--- src/rtl/rda_pkg.sv ---
package rda_pkg;
  // Carry state of one position
  localparam logic [1:0] CS_UNK  = 2'b00;
  localparam logic [1:0] CS_ZERO = 2'b01;
  localparam logic [1:0] CS_ONE  = 2'b10;
endpackage

--- src/rtl/rda_operand_stage.sv ---
module rda_operand_stage #(
  parameter int W = 16
) (
  input  logic         clk,
  input  logic         rst,
  input  logic         load,
  input  logic [W-1:0] a_in,
  input  logic [W-1:0] b_in,
  input  logic         c_in,
  input  logic         sub_in,
  output logic [W-1:0] a_q,
  output logic [W-1:0] b_q,
  output logic         c_q
);
  always_ff @(posedge clk) begin
    if (rst) begin
      a_q <= '0;
      b_q <= '0;
      c_q <= 1'b0;
    end else if (load) begin
      a_q <= a_in;
      b_q <= sub_in ? ~b_in : b_in;
      c_q <= sub_in | c_in;
    end
  end
endmodule

--- src/rtl/rda_carry_cell.sv ---
module rda_carry_cell
  import rda_pkg::*;
(
  input  logic       clk,
  input  logic       rst,
  input  logic       clear,
  input  logic       x_bit,
  input  logic       y_bit,
  input  logic [1:0] low_st,
  output logic [1:0] st_q
);
  always_ff @(posedge clk) begin
    if (rst || clear) begin
      st_q <= CS_UNK;
    end else if (st_q == CS_UNK) begin
      if (x_bit == y_bit) st_q <= x_bit ? CS_ONE : CS_ZERO;
      else                st_q <= low_st;
    end
  end
endmodule

--- src/rtl/rda_resolve.sv ---
module rda_resolve
  import rda_pkg::*;
#(
  parameter int W = 16
) (
  input  logic [W:0][1:0] st_vec,
  input  logic [W-1:0]    a_q,
  input  logic [W-1:0]    b_q,
  output logic            all_known,
  output logic [W-1:0]    sum_c,
  output logic            cout_c
);
  logic [W:0] known;
  for (genvar i = 0; i <= W; i++) begin : g_known
    assign known[i] = (st_vec[i] != CS_UNK);
  end
  for (genvar i = 0; i < W; i++) begin : g_sum
    assign sum_c[i] = a_q[i] ^ b_q[i] ^ (st_vec[i] == CS_ONE);
  end
  assign all_known = &known;
  assign cout_c    = (st_vec[W] == CS_ONE);
endmodule

--- src/rtl/ripple_done_adder.sv ---
module ripple_done_adder
  import rda_pkg::*;
#(
  parameter int W = 16
) (
  input  logic         clk,
  input  logic         rst,
  input  logic         req_tgl,
  input  logic [W-1:0] op_a,
  input  logic [W-1:0] op_b,
  input  logic         carry_in,
  input  logic         sub_mode,
  output logic [W-1:0] sum_out,
  output logic         carry_out,
  output logic         ack_tgl
);
  localparam int NPOS = W + 1;

  logic            req_seen;
  logic            busy;
  logic            start;
  logic [W-1:0]    a_q, b_q;
  logic            c_q;
  logic [W:0][1:0] st_vec;
  logic            all_known;
  logic [W-1:0]    sum_c;
  logic            cout_c;

  assign start = !busy && (req_tgl != req_seen);

  rda_operand_stage #(.W(W)) u_ops (
    .clk(clk), .rst(rst), .load(start),
    .a_in(op_a), .b_in(op_b), .c_in(carry_in), .sub_in(sub_mode),
    .a_q(a_q), .b_q(b_q), .c_q(c_q)
  );

  // Position 0 models the incoming carry; position i+1 is the carry out of bit i.
  for (genvar p = 0; p < NPOS; p++) begin : g_pos
    if (p == 0) begin : g_cin
      rda_carry_cell u_cell (
        .clk(clk), .rst(rst), .clear(start),
        .x_bit(c_q), .y_bit(c_q), .low_st(CS_UNK), .st_q(st_vec[0])
      );
    end else begin : g_bit
      rda_carry_cell u_cell (
        .clk(clk), .rst(rst), .clear(start),
        .x_bit(a_q[p-1]), .y_bit(b_q[p-1]), .low_st(st_vec[p-1]),
        .st_q(st_vec[p])
      );
    end
  end

  rda_resolve #(.W(W)) u_resolve (
    .st_vec(st_vec), .a_q(a_q), .b_q(b_q),
    .all_known(all_known), .sum_c(sum_c), .cout_c(cout_c)
  );

  always_ff @(posedge clk) begin
    if (rst) begin
      req_seen  <= 1'b0;
      busy      <= 1'b0;
      ack_tgl   <= 1'b0;
      sum_out   <= '0;
      carry_out <= 1'b0;
    end else if (start) begin
      req_seen <= req_tgl;
      busy     <= 1'b1;
    end else if (busy && all_known) begin
      busy      <= 1'b0;
      ack_tgl   <= ~ack_tgl;
      sum_out   <= sum_c;
      carry_out <= cout_c;
    end
  end
endmodule

--- config.mk ---
export PLATFORM = sky130hd
export DESIGN_NAME = ripple_done_adder
export DESIGN_NICKNAME = d
export VERILOG_FILES = /design/src/rtl/rda_pkg.sv /design/src/rtl/rda_operand_stage.sv /design/src/rtl/rda_carry_cell.sv /design/src/rtl/rda_resolve.sv /design/src/rtl/ripple_done_adder.sv
export SDC_FILE = /design/constraint.sdc
export NUM_CORES = 1
export LEC_CHECK = 0
export ABC_AREA = 1
export ABC_CLOCK_PERIOD_IN_PS = 1300
export CAP_MARGIN = 5
export CORE_ASPECT_RATIO = 1.1
export CORE_UTILIZATION = 35
export DETAILED_ROUTE_END_ITERATION = 8
export DONT_BUFFER_PORTS = 1
export GPL_ROUTABILITY_DRIVEN = 1
export PLACE_DENSITY = 0.62
export SLEW_MARGIN = 20
export SYNTH_ARGS = -nofsm -noshare
export SYNTH_HDL_FRONTEND = slang
export SYNTH_SLANG_ARGS = --single-unit
export TNS_END_PERCENT = 10
--- constraint.sdc ---
create_clock -name clk -period 1.3 [get_ports clk]
set_clock_uncertainty 0.05 [all_clocks]
set_input_delay 0.065 -clock clk [delete_from_list [all_inputs] [get_ports clk]]
set_output_delay 0.065 -clock clk [all_outputs]
set_load 0.05 [all_outputs]
Yosys cells after proc, flatten, opt, wreduce, memory -nomap -nowiden
Index checks and enable logic that the tools add are counted.
- register bits after elaboration: 87
- bits of input ports: 37
- output and inout port bits: 18
- logic and storage cells: 172
- eq/ne operators: 34
- muxes and demuxes: 36
- bitwise operators: 36
- reduce and logical (&&, ||, !) cells: 41
- operators by type and width (kind ; number):
    $mux W2 ; 33
    $reduce_bool A2 Y1 ; 18
    $eq A2 B2 Y1 const B ; 17
    $logic_not A2 Y1 ; 17
    $xor A1 B1 Y1 ; 32
    $reduce_and A17 Y1 ; 1
    $eq A1 B1 Y1 ; 16
    $mux W16 ; 1
    $not A16 Y16 ; 1
    $logic_and A1 B1 Y1 ; 2
    $mux W1 ; 2
    $not A1 Y1 ; 2
    $reduce_and A2 Y1 ; 1
    $logic_not A1 Y1 ; 1
    $logic_or A1 B1 Y1 ; 1
    $ne A1 B1 Y1 ; 1
    $or A1 B1 Y1 ; 1

Longest topological paths before layout
- depth in word-level cells: 5
- mapped depth: 10

Hierarchy
Synthesis repeated with hierarchy kept, for this count alone.
- cells, all modules: 735
- area, all modules: 4849.7 µm²
- by module, submodules not included (module ; times used ; cells an instance ; area an instance (µm²) ; seq. area each (µm²)):
    rda_carry_cell ; 17 ; 18 ; 122.6 ; 40.0
    rda_operand_stage ; 1 ; 227 ; 1463.9 ; 660.6
    ripple_done_adder ; 1 ; 95 ; 734.5 ; 400.4
    rda_resolve ; 1 ; 107 ; 566.8 ; 0.0

Least setup slack after synthesis
Ideal clock, no wire load.
- path type: register to register
- from: register g_pos[13].g_bit.u_cell.st_q[1]
- to: register ack_tgl
- library setup time: 0.114 ns
- data arrival time: 1.184 ns
- required time: 1.136 ns
- slack: -0.049 ns
- stages on the path, launching flop included: 9
- buffers on the path: 1
- period minus slack after synthesis: 1.349 ns
- cells stage by stage: dfxtp_1 nor2_1 nor2_1 nand3_2 nor2_4 buf_4 nand4_1 nand2_1 nor2_1
- longest elaborated chain between the ends: 4
- RTL lines (item ; RTL line ; source):
    start, declared ; rda_carry_cell.sv:10 ; output logic [1:0] st_q
    start signal, assigned ; rda_carry_cell.sv:16 ; if (x_bit == y_bit) st_q <= x_bit ? CS_ONE : CS_ZERO;
    start signal, assigned ; rda_carry_cell.sv:17 ; else st_q <= low_st;
    $reduce_bool A2 Y1 ; rda_resolve.sv:15 ; assign known[i] = (st_vec[i] != CS_UNK);
    $reduce_and A17 Y1 ; rda_resolve.sv:20 ; assign all_known = &known;
    $logic_and A1 B1 Y1 ; ripple_done_adder.sv:68 ; end else if (busy && all_known) begin
    $reduce_and A2 Y1 (no line) ; n/a ;
    end signal, assigned ; ripple_done_adder.sv:70 ; ack_tgl <= ~ack_tgl;
    end, declared ; ripple_done_adder.sv:15 ; output logic ack_tgl
Every way passes these cells.
A chain may end at the register's enable or synchronous reset.

Final worst setup path
- from: input port op_b[15]
- to: register u_ops.b_q[15]
- longest elaborated chain between the ends: 2
- RTL lines (item ; RTL line ; source):
    start, declared ; ripple_done_adder.sv:10 ; input logic [W-1:0] op_b,
    $not A16 Y16 ; rda_operand_stage.sv:22 ; b_q <= sub_in ? ~b_in : b_in;
    $mux W16 (*) ; rda_operand_stage.sv:22 ;
    end signal, assigned ; rda_operand_stage.sv:22 ;
    end, declared ; rda_operand_stage.sv:12 ; output logic [W-1:0] b_q,
Mark *: on every way between the ends. The rest lies on a longest branch, timed or not.

==> impl_metrics.env <==
export IMPL_grt_pass1_wl_um=18100
export IMPL_multi_input_area_um2=2030
export IMPL_cp_slowest_stage_delay_ns=0.58
export IMPL_fin_nets=713
export IMPL_wl_per_cell_um=13.3
export IMPL_gp_congestion=0.809
export IMPL_r2r_start="g_pos[6].g_bit.u_cell.st_q[0]"
export IMPL_die_y_um=115
export IMPL_vias=3948
export IMPL_path_class="input port to register"
export IMPL_p_sw_w=0.00225
export IMPL_core_area_um2=11100
export IMPL_drive_above_1_share=0.236
export IMPL_cpMostUsedCell="dlygate4sd3_1"
export IMPL_antenna_found_initial=0
export IMPL_arrival_ns=1.55
export IMPL_p_seq_frac=0.416
export IMPL_hold_worst_slack_ns=0.102
export IMPL_cp_data_required_time_ns=1.48
export IMPL_p_per_area_nw_per_um2=1320
export IMPL_dr_first_iter_drc_count=192
export IMPL_crit_family="buffers and inverters"
export IMPL_yosysSeqAreaShare=0.429
export IMPL_grt_pass1_vias=3953
export IMPL_synth_seq_cells=87
export IMPL_crit_slowest_cell="dlygate4sd3_1"
export IMPL_period_minus_slack_ns=1.37
export IMPL_setup_violations_final=20
export IMPL_startpoint_type="input port"
export IMPL_clock_path_buffers=2
export IMPL_drtAntennaViolNets=0
export IMPL_clkPwrFrac=0.339
export IMPL_path_max_fanout=1
export IMPL_num_rows=40
export IMPL_io_buffers=0
export IMPL_overflow=0
export IMPL_syn_area_per_cell_um2=7.20
export IMPL_cts_tree="built"
export IMPL_cp_end_kind="register"
export IMPL_syn_num_nets=600
export IMPL_cts_sinks=87
export IMPL_io_pins=55
export IMPL_stdcell_count=826
export IMPL_hold_depth=4
export IMPL_regArea_um2=1780
export IMPL_maxSlewViolCount=0
export IMPL_clockRootBuffer="clkbuf_16"
export IMPL_antennaDiodeCount=0
export IMPL_status="finished with violations"
export IMPL_worstMarginPinSlew_ns=0.499
export IMPL_min_path_type="input port to register"
export IMPL_grt_max_degree=29
export IMPL_synth_cells=563
export IMPL_combPwrFrac=0.245
export IMPL_numCtsBuffers=9
export IMPL_htreeDepth=3
export IMPL_critPathBufInv=2
export IMPL_reg2reg_to="sum_out[4]"
export IMPL_start_util=0.365
export IMPL_yosysWarningCount=0
export IMPL_dp_cells=763
export IMPL_fill_cells=1085
export IMPL_holdPathEnd="g_pos[0].g_cin.u_cell.st_q[1]"
export IMPL_drc=0
export IMPL_violations="negative setup slack"
export IMPL_drv_cap=0
export IMPL_worst_r2r_cell_count=8
export IMPL_intPower_w=0.00525
export IMPL_die_w_um=105
export IMPL_layout_area_overhead_vs_synth_pct=39.6
export IMPL_rsz0062_at_grt="true"
export IMPL_ys_types=31
export IMPL_worstSkewPairLatency_ns=0.35
export IMPL_ir_worst_vdd_uv=594
export IMPL_finalHoldViolations=0
export IMPL_grt_usage=0.191
export IMPL_setup_slack_ns=-0.0686
export IMPL_leakage_nw=2.62
export IMPL_slew_headroom=0.666
export IMPL_finalCritPeriodShare=1.05
export IMPL_first_pass_iters=4
export IMPL_rrSetupSlack_ns=-0.07
export IMPL_place_hpwl_um=7340
export IMPL_crit_path_cell_trace="dlygate4sd3_1 -> xor2_1 -> dlygate4sd3_1 -> nand3_1 -> o21ai_0"
export IMPL_vias_per_cell=4.78
export IMPL_clk_pin_slew_worst_paths_ns=0.06
export IMPL_max_freq_mhz=731
export IMPL_worstHoldStart="rst"
export IMPL_die_area_um2=12000
export IMPL_synthesis_area_um2=4060
export IMPL_switching_share=0.300
export IMPL_routed_wl_um=11000
[cell usage after synthesis]
cell      instances  area share
o31ai_1           1      0.0019
nor2_2            1      0.0015
nor3_1            3      0.0037
buf_8             1      0.0037
o21ai_0          40       0.049
o21ai_2           2      0.0043
nand4_1          18       0.028
xor2_1           30       0.065
buf_1             1     0.00092
buf_4             1      0.0019
nor2_4            1      0.0028
inv_1            71       0.066
a211oi_1          5      0.0093
o22ai_1           9       0.014
nand3_2           1      0.0025
a21oi_1          35       0.043
clkbuf_1         10      0.0093
nand3_4           1      0.0043
nor2_8            2      0.0099
nand3_1          16       0.020
nand2_1         108        0.10
clkinv_1          1     0.00092
a221oi_1          9       0.019
nand2_2           2      0.0031
or2_2             1      0.0015
nor2_1           88       0.081
xnor2_1           3      0.0065
buf_2             7      0.0086
dfxtp_1          87        0.43
a311oi_1          1      0.0022
inv_2             7      0.0065
[layout by cell type (no fill, tap or decap), types with 3 or more instances in the layout]
| master | instances |
|---|---|
| nand4_1 | 18 |
| o21ai_0 | 18 |
| dlymetal6s4s_1 | 5 |
| xor2_1 | 29 |
| nor2_1 | 84 |
| xnor2_1 | 3 |
| o21ai_2 | 5 |
| nor2_2 | 5 |
| inv_2 | 13 |
| a211oi_1 | 5 |
| dlygate4sd3_1 | 42 |
| o21ai_1 | 19 |
| inv_1 | 64 |
| o22ai_1 | 9 |
| nand3_1 | 12 |
| clkbuf_16 | 9 |
| buf_12 | 4 |
| nand3_2 | 5 |
| a21oi_1 | 35 |
| nand2_1 | 100 |
| nor2_4 | 3 |
| nand2_2 | 9 |
| dfxtp_1 | 63 |
| nor3_1 | 3 |
| a221oi_1 | 7 |
| buf_4 | 68 |
| dfxtp_4 | 3 |
| dfxtp_2 | 21 |
[flip-flops by register name, summed over array words and instances (netlist names)]
signal	cells
req_seen	1
carry_out	1
sum_out	16
ack_tgl	1
g_pos.g_cin.u_cell.st_q	2
u_ops.c_q	1
g_pos.g_bit.u_cell.st_q	32
u_ops.b_q	16
busy	1
u_ops.a_q	16
[power by group through the flow]
| stage | Combinational [W] | Clock [W] | Sequential, W |
|---|---|---|---|
| final | 0.00184 | 0.00254 | 0.00312 |
| after global placement | 0.00153 | 0 | 0.00315 |
| after floorplan | 0.000977 | 0 | 0.00314 |
| after detailed placement | 0.00155 | 0 | 0.00316 |
| after CTS | 0.00173 | 0.00259 | 0.00311 |
| after global routing | 0.00204 | 0.00272 | 0.00314 |
[timing repair]
action	CTS	global route
gates resized for setup	17	52
gates cloned	2	0
hold buffers	47	0
hold endpoints to repair	35	0
buffers inserted	0	0
pin swaps	4	4
setup endpoints to repair	61	72
[layer usage]
layer	GRT usage	vias to the layer above	part of all wire
met2	0.341	73	0.49
li1	-	2036	-
met3	0.0476	12	0.039
met4	0.0638	0	0.020
met1	0.224	1827	0.45
met5	0	-	0
[through the flow]
step	cell area (um2)	setup WS, ns	TNS (ns)	utilization	total power, W
4_1_cts	5550	-0.0918	-1.34	0.500	0.00744
5_1_grt	5660	-0.207	-3.79	0.509	0.00790
6_report	5660	-0.0686	-0.991	0.509	0.00749
3_5_place_dp	4760	-0.150	-3.64	0.428	0.00472
2_1_floorplan	4080	-0.0169	-0.159	-	0.00412
3_3_place_gp	4760	-0.0991	-2.27	0.428	0.00468
[worst max path at each step]
| stage | startpoint | to | cells past startpoint |
|---|---|---|---|
| floorplan | g_pos[7].g_bit.u_cell.st_q[0] | ack_tgl | 9 |
| global placement | g_pos[12].g_bit.u_cell.st_q[0] | sum_out[0] | 8 |
| detailed placement | g_pos[12].g_bit.u_cell.st_q[0] | sum_out[1] | 8 |
| CTS | g_pos[12].g_bit.u_cell.st_q[1] | ack_tgl | 8 |
| global route | g_pos[6].g_bit.u_cell.st_q[1] | sum_out[7] | 10 |
| finish | op_b[15] | u_ops.b_q[15] | 5 |
[worst reg2reg max path, delay by kind of cell (launching register included)]
kind             cells  cell delay [ns]
DFF                  1             0.37
and+or+nand+nor      8             0.89
[logic make-up after synthesis]
group                     share of synthesized area
AOI/OAI and AO/OA                             0.143
DFF                                           0.429
and+or+nand+nor                               0.258
buffers and inverters                        0.0975
xor gates and xnor gates                     0.0713
[layout make-up]
| cell class | instances | area share |
|---|---|---|
| Sequential cell | 87 | 0.314 |
| Multi-Input combinational cell | 379 | 0.358 |
| Tap cell | 147 | 0.0325 |
| Clock buffer | 10 | 0.0422 |
| Clock inverter | 4 | 0.00840 |
| Inverter | 79 | 0.0528 |
| Timing Repair Buffer | 120 | 0.192 |
Power figures use the tool's default switching activity.
